File: config.mk
export PLATFORM = sky130hd
export DESIGN_NAME = burst_addr_seq
export DESIGN_NICKNAME = d
export VERILOG_FILES = /design/src/rtl/bseq_pkg.sv /design/src/rtl/bseq_start_arb.sv /design/src/rtl/bseq_beat_ctr.sv /design/src/rtl/bseq_order_map.sv /design/src/rtl/burst_addr_seq.sv
export SDC_FILE = /design/constraint.sdc
export NUM_CORES = 1
export LEC_CHECK = 0
export BUFFER_PORTS_ARGS = -buffer_cell sky130_fd_sc_hd__buf_2
export CAP_MARGIN = 10
export CORE_MARGIN = 2
export CORE_UTILIZATION = 43
export CTS_CLUSTER_SIZE = 16
export DETAILED_ROUTE_END_ITERATION = 16
export PLACE_DENSITY_LB_ADDON = 0.25
export SLEW_MARGIN = 15
export SYNTH_ARGS = -nofsm -noshare
export SYNTH_HDL_FRONTEND = slang
export SYNTH_HIERARCHICAL = 1
export SYNTH_SLANG_ARGS = --single-unit
File: constraint.sdc
create_clock -name clk_i -period 1.3 [get_ports clk_i]
set_input_delay 0.065 -clock clk_i [delete_from_list [all_inputs] [get_ports clk_i]]
set_output_delay 0.065 -clock clk_i [all_outputs]
set_load 0.005 [all_outputs]
File: src/rtl/bseq_pkg.sv
package bseq_pkg;
  typedef enum logic {
    ORD_LINEAR     = 1'b0,
    ORD_INTERLEAVE = 1'b1
  } order_e;
endpackage

File: src/rtl/bseq_start_arb.sv
module bseq_start_arb (
  input  logic proc_stb_i,
  input  logic ctrl_stb_i,
  input  logic cen_i,
  output logic start_o
);
  logic proc_ok;

  // processor path checked first; either path yields the same single load
  always_comb begin
    proc_ok = proc_stb_i & cen_i;
    if (proc_ok)         start_o = 1'b1;
    else if (ctrl_stb_i) start_o = 1'b1;
    else                 start_o = 1'b0;
  end
endmodule

File: src/rtl/bseq_beat_ctr.sv
module bseq_beat_ctr #(
  parameter int BEAT_W = 2
) (
  input  logic              clk_i,
  input  logic              rst_ni,
  input  logic              clear_i,
  input  logic              step_i,
  output logic [BEAT_W-1:0] beat_o
);
  localparam logic [BEAT_W-1:0] ONE = BEAT_W'(1);

  always_ff @(posedge clk_i or negedge rst_ni) begin
    if (!rst_ni)      beat_o <= '0;
    else if (clear_i) beat_o <= '0;
    else if (step_i)  beat_o <= beat_o + ONE; // natural wrap
  end
endmodule

File: src/rtl/bseq_order_map.sv
module bseq_order_map
  import bseq_pkg::*;
#(
  parameter int BEAT_W = 2
) (
  input  logic [BEAT_W-1:0] base_i,
  input  logic [BEAT_W-1:0] beat_i,
  input  order_e            order_i,
  output logic [BEAT_W-1:0] low_o
);
  logic [BEAT_W-1:0] lin_w;
  logic [BEAT_W-1:0] ilv_w;

  assign lin_w = base_i + beat_i;

  for (genvar b = 0; b < BEAT_W; b++) begin : g_ilv
    assign ilv_w[b] = base_i[b] ^ beat_i[b];
  end

  assign low_o = (order_i == ORD_INTERLEAVE) ? ilv_w : lin_w;
endmodule

File: src/rtl/burst_addr_seq.sv
module burst_addr_seq
  import bseq_pkg::*;
#(
  parameter int ADDR_W = 17,
  parameter int BEAT_W = 2
) (
  input  logic              clk_i,
  input  logic              rst_ni,
  input  logic [ADDR_W-1:0] addr_i,
  input  logic              proc_stb_i,
  input  logic              ctrl_stb_i,
  input  logic              cen_i,
  input  logic              advance_i,
  input  logic              order_i,
  output logic [ADDR_W-1:0] addr_o
);
  localparam int UP_W = ADDR_W - BEAT_W;

  logic              start;
  logic [UP_W-1:0]   upper_q;
  logic [BEAT_W-1:0] base_q;
  logic [BEAT_W-1:0] beat;
  logic [BEAT_W-1:0] low;
  order_e            order_q;

  bseq_start_arb u_arb (
    .proc_stb_i (proc_stb_i),
    .ctrl_stb_i (ctrl_stb_i),
    .cen_i      (cen_i),
    .start_o    (start)
  );

  always_ff @(posedge clk_i or negedge rst_ni) begin
    if (!rst_ni) begin
      upper_q <= '0;
      base_q  <= '0;
      order_q <= ORD_LINEAR;
    end else if (start) begin
      upper_q <= addr_i[ADDR_W-1:BEAT_W];
      base_q  <= addr_i[BEAT_W-1:0];
      order_q <= order_e'(order_i);
    end
  end

  bseq_beat_ctr #(.BEAT_W(BEAT_W)) u_ctr (
    .clk_i   (clk_i),
    .rst_ni  (rst_ni),
    .clear_i (start),
    .step_i  (advance_i),
    .beat_o  (beat)
  );

  bseq_order_map #(.BEAT_W(BEAT_W)) u_map (
    .base_i  (base_q),
    .beat_i  (beat),
    .order_i (order_q),
    .low_o   (low)
  );

  assign addr_o = {upper_q, low};
endmodule

* After elaboration in Yosys (flattened, before gate mapping)
Index checks and enable logic that the tools add are counted.
Word-level totals: logic and storage cells 15, memories kept 0, RAM bits 0, register bits after elaboration 20, output and inout bits 17, bits in read-only memories 0, bits of input ports 24, latch bits 0
Cells by class: shifts and indexed selects 0, add/sub/neg operators 2, mux-type cells 5, multiply operators 0, equal/unequal tests 0, bitwise gates (word level) 3, reduce and logical (&&, ||, !) cells 1, order comparisons 0, div/mod/pow operators 0
Operators with widths (count):
- two-way mux 2 bit | 3
- adder 2 x 1 -> 2 bit, second input constant | 1
- adder 2 bit | 1
- two-way mux 1 bit | 2
- nonzero test 2 bit | 1
- XOR 1 bit | 2
- AND 1 bit | 1

* Depth between registers and ports, before layout
depth after elaboration 3, depth in mapped cells 4, gate-level depth less buffers 3

* Hierarchy
Netlist, hierarchy kept.
Modules (own cells, without submodules):
- burst_addr_seq | cells each 38, seq. area each 450.4 um^2, area each 721.9 um^2, times used 1
- bseq_beat_ctr | cells each 7, seq. area each 50.0 um^2, area each 88.8 um^2, times used 1
- bseq_order_map | cells each 4, seq. area each 0.0 um^2, area each 36.3 um^2, times used 1
- bseq_start_arb | cells each 1, seq. area each 0.0 um^2, area each 7.5 um^2, times used 1

* Worst setup path after synthesis
No wires, ideal clock.
path kind input to register, from input port proc_stb_i, to register upper_q[10], library setup time 0.125 ns, slack 0.348 ns, required time 1.175 ns, arrival time 0.827 ns, path buffers 2, cell stages on the path 4, cell sequence a21o_1 buf_6 buf_12 mux2_4
On the way: longest elaborated chain between the ends 2
Ends and longest elaborated chain:
- start: declaration | RTL line burst_addr_seq.sv:10 | input logic proc_stb_i,
- AND 1 bit | RTL line bseq_start_arb.sv:11 | proc_ok = proc_stb_i & cen_i;
- two-way mux 1 bit | RTL line bseq_start_arb.sv:12 | if (proc_ok) start_o = 1'b1;
- end signal: assignment | RTL line burst_addr_seq.sv:39 | upper_q <= addr_i[ADDR_W-1:BEAT_W];
- end: declaration | RTL line burst_addr_seq.sv:20 | logic [UP_W-1:0] upper_q;
Every way passes these cells. A chain may end at the register's enable or synchronous reset.

* Worst setup path after layout
from register u_ctr.beat_o[0], to output port addr_o[1]
On the way: longest elaborated chain between the ends 2
Ends and longest elaborated chain:
- start: declaration | RTL line bseq_beat_ctr.sv:8 | output logic [BEAT_W-1:0] beat_o
- start signal: assignment | RTL line bseq_beat_ctr.sv:15 | else if (step_i) beat_o <= beat_o + ONE;
- adder 2 bit | RTL line bseq_order_map.sv:14 | assign lin_w = base_i + beat_i;
- two-way mux 2 bit | RTL line bseq_order_map.sv:20 | assign low_o = (order_i == ORD_INTERLEAVE) ? ilv_w : lin_w;
- end: declaration | RTL line burst_addr_seq.sv:15 | output logic [ADDR_W-1:0] addr_o
Every way passes these cells.

==> results.toml <==
[cells_and_area]
drive_gt1_share_pct = 59.3
fin_cells = 140
area_growth_pct = 54.6
fill_cells = 152
utilization_pct = 68.8
fin_nets = 139
diodes = 0

[sta]
drv_slew = 0
skew_ns = 0.000312
fin_crit_ns = 1.31
hold_viol_final = 0
fin_crit_sh_pct = 101
max_freq_ghz = 0.761
tightest_slew_ns = 0.423
rsz0062_at_grt = "yes"
worst_slack_ns = -0.0142
setup_violations = 1
relSlewSlack_pct = 71.8

[run_status]
failed_checks = "negative setup slack"
outcome = "finished, violations left"

[place]
pre_cts_ws_ns = 0.278
place_congestion = 0.746
io_buffers = 40
placedCellCount = 116

[logic_synthesis]
netlist_area_sq_um = 855
synth_cell_types = 13
synth_simple_gate_area_share_pct = 2.05
ys_seq_area_share_pct = 58.6
syn-num-nets = 75
synthCells = 50
ys_warn_count = 6
avgSynthCellArea_sq_um = 17.1
synth_compound_area_share_pct = 3.07
synth_area_leaders = "dfrtp_1, mux2_4, mux2_2"
synth_top_area_cell = "dfrtp_1"
synth_top_family_by_area = "multiplexers"
synth_top_area_share_pct = 58.6
ys_ff_latch = 20
synthMuxAreaShare_pct = 28.1
synthAdderAreaFrac_pct = 1.46
synth_xor_area_share_pct = 3.07

[power]
finalPower_uw = 1360
leakage_uw = 0.000656
power_density_nw_per_um2 = 1030
vdd.ir_drop.worst_mv = 0.664

[drt]
wirelength_um = 1580
vias_per_cell = 4.41
vias = 618
drtAntennaViolNets = 0
drt_iter0_drc = 1
drc = 0
dr.pass1.iters = 3
wl_per_cell_um = 11.3

[floorplan]
start_util_pct = 44.5
die-width_um = 48.6
fp-row-count = 16
io_pins = 41
core_area_sq_um = 1920
fp.dieArea_sq_um = 2360
fp.dieH_um = 48.6

[critical_path]
critical_path.startpoint = "u_ctr/beat_o[0]"
crit_type = "reg -> out"
cp-end-kind = "primary output"
critPathArrivalTime_ns = 1.25
timing.rr.start = "u_ctr/beat_o[0]"
start_kind = "flip-flop"
path_max_fanout = 2
critPathRequiredTime_ns = 1.24

[clock_tree]
numCtsBuffers = 3
clkSlewWorstSetupHoldPaths_ns = 0.11
clk_path_buf_depth = 2
clockRootBuffer = "clkbuf_4"
cts_tree = "done"
cts.sinks = 20
clk_latency_ns = 0.29
ctsHtreeMaxLevel = 1

[global_routing]
grt_pass1_wl_um = 3040
overflow = 0
grt_max_degree = 21
track_usage_pct = 17.0
antenna_found_initial = 0
grt_pass1_vias = 658

[min_path]
min_path_type = "in -> reg"
min_from = "advance_i"

[run]
cap_viol_max_count = 0
-- cells in the mapped netlist --
| master | instances |
|---|---|
| xnor2_1 | 3 |
| buf_6 | 1 |
| a21bo_1 | 1 |
| buf_12 | 1 |
| nor2b_1 | 1 |
| nand3b_1 | 1 |
| mux2_2 | 8 |
| a21oi_2 | 1 |
| nor2_1 | 1 |
| mux2_4 | 10 |
| a21o_1 | 1 |
| dfrtp_1 | 20 |
| ha_1 | 1 |
-- metrics by stage --
step / hold WS [ns] / TNS (ns) / instance area (sq um)
2_1_floorplan: -0.231 / 0 / 855
3_3_place_gp: 0.0274 / 0 / 1080
3_5_place_dp: 0.0362 / 0 / 1080
4_1_cts: 0.0493 / -0.0275 / 1310
5_1_grt: 0.0706 / -0.0954 / 1320
6_report: 0.0600 / -0.0142 / 1320
-- routing by layer --
layer	GRT usage, %	vias to the layer above	share of wire (%)
li1	-	299	-
met1	21.5	291	44
met2	28.5	28	49
met3	4.32	0	7.0
met4	5.71	0	0
met5	0	-	0
-- registers in the layout (all words and copies together) (netlist names) --
name and count:
order_q 1, base_q 2, upper_q 15, u_ctr/beat_o 2
-- power breakdown --
part / internal [uW] / leakage (uW) / switching [uW]
sequential: 682 / 0.000237 / 33.3
clock: 170 / 0.0000210 / 176
combinational: 197 / 0.000398 / 98.4
total: 1050 / 0.000656 / 307
-- final timing paths --
check                                  endpoint  slack (ns)  cells after the start
worst max-delay path                  addr_o[1]       -0.01                      4
worst min-delay path            u_ctr/beat_o[0]        0.06                      3
worst max register to register  u_ctr/beat_o[1]        0.40                      3
worst min register to register       upper_q[0]        0.51                      1
max in group asynchronous            upper_q[0]        0.78                      2
min in group asynchronous             base_q[1]        0.23                      2
-- cell type report --
type / instances / area (sq um) / share of cell area (%)
Timing Repair Buffer: 61 / 418 / 31.6
Clock buffer: 4 / 36.3 / 2.75
Tap cell: 27 / 33.8 / 2.56
Sequential cell: 20 / 500 / 37.9
Multi-Input combinational cell: 28 / 333 / 25.2
-- layout by cell type, fill, tap and decap left out --
cell type | Yosys | layout
buf_2 | 0 | 40
dfrtp_1 | 20 | 20
dlygate4sd3_1 | 0 | 19
mux2_4 | 10 | 10
mux2_2 | 8 | 8
clkbuf_4 | 0 | 3
xnor2_1 | 3 | 3
clkbuf_8 | 0 | 1
buf_12 | 1 | 1
a21o_1 | 1 | 1
a21bo_1 | 1 | 1
nand3b_1 | 1 | 1
a21oi_2 | 1 | 1
nor2_1 | 1 | 1
buf_4 | 0 | 1
nor2b_4 | 0 | 1
ha_2 | 0 | 1
-- critical path, cell delays in order (launching register included) --
cell and delay [ns]:
dfrtp_1 0.40, ha_2 0.18, nor2b_4 0.12, xnor2_1 0.14
buf_2 0.13
-- kinds of logic after synthesis --
| logic type | Yosys count |
|---|---|
| adder cells (fa/ha/maj) | 1 |
| AO/OA/AOI/OAI | 3 |
| multiplexers | 18 |
| flip-flops | 20 |
| buffers and inverters | 2 |
| AND/OR/NAND/NOR | 3 |
| XOR/XNOR | 3 |
-- repair_timing --
item,CTS,global route
buffers inserted,1,0
setup endpoints to repair,1,1
endpoints found under the hold margin,38,0
pin swaps,0,2
hold buffers,19,0
resized for setup,0,3
Note: power is estimated with default switching activity, not from simulation.
